### src/rtl/dptr_pkg.sv
package dptr_pkg;

  // Resolved action for one pointer bank in one cycle, highest priority first.
  typedef enum logic [2:0] {
    BANK_HOLD    = 3'd0,
    BANK_WR_LO   = 3'd1,
    BANK_WR_HI   = 3'd2,
    BANK_LOAD    = 3'd3,
    BANK_INC     = 3'd4
  } bank_op_e;

  function automatic bank_op_e resolve_op(input logic wr_lo, input logic wr_hi,
                                          input logic load, input logic inc);
    bank_op_e op;
    if (wr_lo)      op = BANK_WR_LO;
    else if (wr_hi) op = BANK_WR_HI;
    else if (load)  op = BANK_LOAD;
    else if (inc)   op = BANK_INC;
    else            op = BANK_HOLD;
    return op;
  endfunction

endpackage

### src/rtl/dptr_bank.sv
module dptr_bank #(
  parameter int BYTE_W = 8,
  localparam int PTR_W = 2 * BYTE_W
) (
  input  logic              clk,
  input  logic              rst,
  input  logic              wr_lo,
  input  logic              wr_hi,
  input  logic [BYTE_W-1:0] wdata,
  input  logic              do_load,
  input  logic              do_inc,
  input  logic [PTR_W-1:0]  load_val,
  output logic [PTR_W-1:0]  val
);
  import dptr_pkg::*;

  bank_op_e op;
  logic [PTR_W-1:0] val_q;

  always_comb op = resolve_op(wr_lo, wr_hi, do_load, do_inc);

  always_ff @(posedge clk) begin
    if (rst) begin
      val_q <= '0;
    end else begin
      case (op)
        BANK_WR_LO: val_q[BYTE_W-1:0]     <= wdata;
        BANK_WR_HI: val_q[PTR_W-1:BYTE_W] <= wdata;
        BANK_LOAD:  val_q                 <= load_val;
        BANK_INC:   val_q                 <= val_q + 1'b1;
        default:    val_q                 <= val_q;
      endcase
    end
  end

  assign val = val_q;
endmodule

### src/rtl/dptr_sel_reg.sv
module dptr_sel_reg #(
  parameter int SEL_W = 1
) (
  input  logic             clk,
  input  logic             rst,
  input  logic             wr_en,
  input  logic [SEL_W-1:0] wdata,
  output logic [SEL_W-1:0] sel
);
  logic [SEL_W-1:0] sel_q;

  always_ff @(posedge clk) begin
    if (rst)        sel_q <= '0;
    else if (wr_en) sel_q <= wdata;
  end

  assign sel = sel_q;
endmodule

### src/rtl/dptr_rd_port.sv
module dptr_rd_port #(
  parameter int NUM_BANKS = 2,
  parameter int BYTE_W    = 8,
  parameter int SEL_W     = 1,
  localparam int PTR_W    = 2 * BYTE_W
) (
  input  logic                             clk,
  input  logic                             rst,
  input  logic [NUM_BANKS-1:0]             hit_lo,
  input  logic [NUM_BANKS-1:0]             hit_hi,
  input  logic                             hit_sel,
  input  logic [NUM_BANKS-1:0][PTR_W-1:0]  bank_val,
  input  logic [SEL_W-1:0]                 sel,
  output logic [BYTE_W-1:0]                rdata
);
  logic [BYTE_W-1:0] rd_next;
  logic [BYTE_W-1:0] rd_q;

  // Address hits are mutually exclusive, so an OR tree replaces a priority chain.
  always_comb begin
    rd_next = '0;
    for (int i = 0; i < NUM_BANKS; i++) begin
      if (hit_lo[i]) rd_next = rd_next | bank_val[i][BYTE_W-1:0];
      if (hit_hi[i]) rd_next = rd_next | bank_val[i][PTR_W-1:BYTE_W];
    end
    if (hit_sel) rd_next = rd_next | BYTE_W'(sel);
  end

  always_ff @(posedge clk) begin
    if (rst) rd_q <= '0;
    else     rd_q <= rd_next;
  end

  assign rdata = rd_q;
endmodule

### src/rtl/dptr_pair_unit.sv
module dptr_pair_unit #(
  parameter int              NUM_BANKS = 2,
  parameter int              BYTE_W    = 8,
  parameter int              ADDR_W    = 8,
  parameter logic [ADDR_W-1:0] BASE_ADDR = 8'h82,
  parameter logic [ADDR_W-1:0] SEL_ADDR  = 8'hA2,
  localparam int             PTR_W     = 2 * BYTE_W,
  localparam int             SEL_W     = (NUM_BANKS > 1) ? $clog2(NUM_BANKS) : 1
) (
  input  logic              clk,
  input  logic              rst,
  input  logic [ADDR_W-1:0] sfr_addr,
  input  logic [BYTE_W-1:0] sfr_wdata,
  input  logic              sfr_we,
  output logic [BYTE_W-1:0] sfr_rdata,
  input  logic              cmd_load,
  input  logic              cmd_inc,
  input  logic [PTR_W-1:0]  cmd_load_val,
  output logic [PTR_W-1:0]  ptr_out
);

  logic [SEL_W-1:0]                sel_q;
  logic [NUM_BANKS-1:0]            hit_lo;
  logic [NUM_BANKS-1:0]            hit_hi;
  logic                            hit_sel;
  logic [NUM_BANKS-1:0][PTR_W-1:0] bank_val;

  assign hit_sel = (sfr_addr == SEL_ADDR);

  dptr_sel_reg #(.SEL_W(SEL_W)) sel_i (
    .clk   (clk),
    .rst   (rst),
    .wr_en (sfr_we && hit_sel),
    .wdata (sfr_wdata[SEL_W-1:0]),
    .sel   (sel_q)
  );

  for (genvar gi = 0; gi < NUM_BANKS; gi++) begin : g_bank
    localparam logic [ADDR_W-1:0] LO_A = ADDR_W'(int'(BASE_ADDR) + 2 * gi);
    localparam logic [ADDR_W-1:0] HI_A = ADDR_W'(int'(BASE_ADDR) + 2 * gi + 1);

    logic is_active;

    assign hit_lo[gi] = (sfr_addr == LO_A);
    assign hit_hi[gi] = (sfr_addr == HI_A);
    assign is_active  = (sel_q == SEL_W'(gi));

    dptr_bank #(.BYTE_W(BYTE_W)) bank_i (
      .clk      (clk),
      .rst      (rst),
      .wr_lo    (sfr_we && hit_lo[gi]),
      .wr_hi    (sfr_we && hit_hi[gi]),
      .wdata    (sfr_wdata),
      .do_load  (cmd_load && is_active),
      .do_inc   (cmd_inc && is_active),
      .load_val (cmd_load_val),
      .val      (bank_val[gi])
    );
  end

  dptr_rd_port #(
    .NUM_BANKS (NUM_BANKS),
    .BYTE_W    (BYTE_W),
    .SEL_W     (SEL_W)
  ) rd_i (
    .clk      (clk),
    .rst      (rst),
    .hit_lo   (hit_lo),
    .hit_hi   (hit_hi),
    .hit_sel  (hit_sel),
    .bank_val (bank_val),
    .sel      (sel_q),
    .rdata    (sfr_rdata)
  );

  assign ptr_out = bank_val[sel_q];

endmodule

### config.mk
export PLATFORM = sky130hd
export DESIGN_NAME = dptr_pair_unit
export DESIGN_NICKNAME = d
export VERILOG_FILES = /design/src/rtl/dptr_pkg.sv /design/src/rtl/dptr_bank.sv /design/src/rtl/dptr_sel_reg.sv /design/src/rtl/dptr_rd_port.sv /design/src/rtl/dptr_pair_unit.sv
export SDC_FILE = /design/constraint.sdc
export NUM_CORES = 1
export LEC_CHECK = 0
export BUFFER_PORTS_ARGS = -buffer_cell sky130_fd_sc_hd__buf_2
export CORE_UTILIZATION = 45
export CTS_CLUSTER_SIZE = 30
export DETAILED_ROUTE_END_ITERATION = 6
export GPL_TIMING_DRIVEN = 0
export PLACE_DENSITY = 0.68
export SLEW_MARGIN = 20
export SYNTH_ARGS = -nofsm -noshare
export SYNTH_HDL_FRONTEND = slang
export SYNTH_SLANG_ARGS = --single-unit
### constraint.sdc
create_clock -name clk -period 5.9 [get_ports clk]
set_clock_uncertainty 0.05 [all_clocks]
set_input_delay 0.59 -clock clk [delete_from_list [all_inputs] [get_ports clk]]
set_output_delay 0.59 -clock clk [all_outputs]
set_load 0.01 [all_outputs]
==> metrics.yaml <==
setup-violations-final: 0
synth_cell_types: 67
wl_um: 11000
fin_crit_sh: 0.514
whs_path_depth: 2
synthCells: 371
synthMuxAreaShare: 0.0566
final_cell_area_um2: 3470
grt_pass1_vias: 3085
gp_congestion: 0.955
htree_levels: 2
synthAdderAreaFrac: 0.00838
register_area_um2: 821
whs_endpoint: "g_bank[1].bank_i.val[9]"
status: "complete, no violations"
hpwl_um: 7920
finalPower_w: 0.000614
grt_max_degree: 14
worstPathRequired_ns: 5.26
p_leak_nw: 1.31
final_nets: 476
drt.antenna.violating_nets: 0
coreArea_um2: 6390
firstDrtPassIters: 6
critPathLaunchType: "flip-flop"
crit_type: "reg -> out"
synth_seq_cells: 41
antenna_found_initial: 0
initial_core_util: 0.467
routedWlPerCell_um: 21.3
synth_compound_gate_area_share: 0.352
seq_area_frac_synth: 0.275
die_h_um: 83.5
clock-root-buffer: "clkbuf_8"
synth_nets: 410
synth_edf_count: 0
post_cts_resized: 0
dieArea_um2: 6960
fp.dieW_um: 83.5
grt_pass1_wl_um: 17200
hold_violations: 0
num_rows: 29
synthTopCellsByArea: "dfxtp_1 (27%), a22oi_1 (6.8%), mux2_2 (5.7%)"
setup_slack_ns: 2.87
nFillCells: 624
rr_worst_depth: 6
vias: 3411
maxCapViolations: 0
post-place-ws_ns: 2.94
clkTransAtPathRegs_ns: 0.10
rsz0062_at_grt: "false"
cts_tree: "done"
overflow: 0
synthFlopType: "dfxtp_1"
fmax_ghz: 0.330
clock-sinks: 41
post_cts_buffers: 0
drive_gt1_frac: 0.251
dpl_cell_area_um2: 3380
drc: 0
path_max_fanout: 10
drt_iter0_drc: 349
netlist_area_um2: 2990
clockBufferDepth: 2
pwr_density_cell_nw_per_um2: 177
drv_slew: 0
synth.avg_cell_area_um2: 8.05
fin_setup_tns_ns: 0
ys_warn_count: 0
n_antenna_cell: 0
synth_top_area_share: 0.275
areaGrowthSynthToFinish_pct: 16.3
reg2reg_slack_ns: 3.64
synth_top_family_by_area: "compound AO/OA/AOI/OAI gates"
cp.arrival_ns: 2.39
worst_pin_slew_ns: 1.15
r2r-start: "g_bank[1].bank_i.val[2]"
clk_latency_ns: 0.31
multi_input_area_um2: 2000
layout_min_cycle_time_ns: 3.03
r2r-end: "g_bank[1].bank_i.val[15]"
io_pins: 61
whs_ns: 0.497
synthSimpleGateAreaFrac: 0.220
end_kind: "primary output"
synthMostInstantiatedCell: "dfxtp_1"
cts_buffers: 5
min_path_type: "reg -> reg"
peakVddDrop_mv: 0.102
min-delay-start: "g_bank[1].bank_i.val[9]"
synth_xor_area_frac: 0.0323
synthTopCellsByCount: "dfxtp_1 (41), a22oi_1 (27), nor2_1 (27), nand2_1 (26), o21ai_0 (25)"
cts_hold_buf: 0
netlist.top_cell.by_area: "dfxtp_1"
slew_headroom: 0.231
grt.total_usage: 0.318
async_flop_share: 0
io_buffer_count: 59
via_per_inst: 6.62
[routing by layer]
layer,global-route usage,routed length [µm],vias to the layer above
li1,-,-,1580
met1,0.460,4590,1578
met2,0.473,4910,214
met3,0.0465,1090,37
met4,0.125,349,2
met5,0,23,-
[critical path: stages, from the launching register on]
cell and delay, ns:
dfxtp_1 0.44, buf_1 0.52, buf_1 0.55, mux2_2 0.42, buf_2 0.14
[worst max path at each step]
stage	from	end	cells after the start
2_1_floorplan	sfr_addr[3]	g_bank[1].bank_i.val[8]	7
3_3_place_gp	sfr_addr[3]	rd_i.rdata[0]	8
3_5_place_dp	sfr_addr[3]	rd_i.rdata[0]	8
6_report	sel_i.sel	ptr_out[12]	4
5_1_grt	sel_i.sel	ptr_out[12]	4
4_1_cts	sel_i.sel	ptr_out[8]	4
[metrics by stage]
| stage | util | std cells |
|---|---|---|
| after detailed placement | 0.529 | 507 |
| after CTS | 0.544 | 515 |
| after floorplan | - | 371 |
| final | 0.544 | 515 |
| after global placement | 0.529 | 507 |
| after global routing | 0.544 | 515 |
[registers in the layout (all words and copies together), names as in the netlist]
signal and cells:
g_bank.bank_i.val 32, rd_i.rdata 8, sel_i.sel 1
[area by class of cell]
cell class | count | share of cell area
multi-input combinational | 297 | 0.575
sequential | 41 | 0.236
timing repair buffer | 59 | 0.0850
buffer | 28 | 0.0429
tap | 77 | 0.0277
clock buffer | 6 | 0.0238
inverter | 5 | 0.00540
clock inverter | 2 | 0.00396
[logic make-up after synthesis]
family / count (synthesis)
fa+ha+maj: 2
simple gates: 124
compound gates: 145
flops: 41
mux: 15
xor+xnor: 11
buf+inv: 33
[where the power goes]
group / internal, W / total, W / switching [W]
Combinational: 0.0000435 / 0.000107 / 0.0000631
Sequential: 0.000285 / 0.000300 / 0.0000148
Clock: 0.0000951 / 0.000208 / 0.000113
Total: 0.000423 / 0.000614 / 0.000191
[cells in the final DEF (no fill, tap or decap), drive strengths merged, types with 11 or more instances in the layout]
cell type,synthesis,layout
buf,12,71
dfxtp,41,41
nand2,28,28
nor2,27,27
a22oi,27,27
o21ai,27,27
clkbuf,16,22
a21oi,21,21
nor3,16,16
mux2,15,15
a211oi,14,14
nand3,11,11
(Power assumes the default switching activity.)
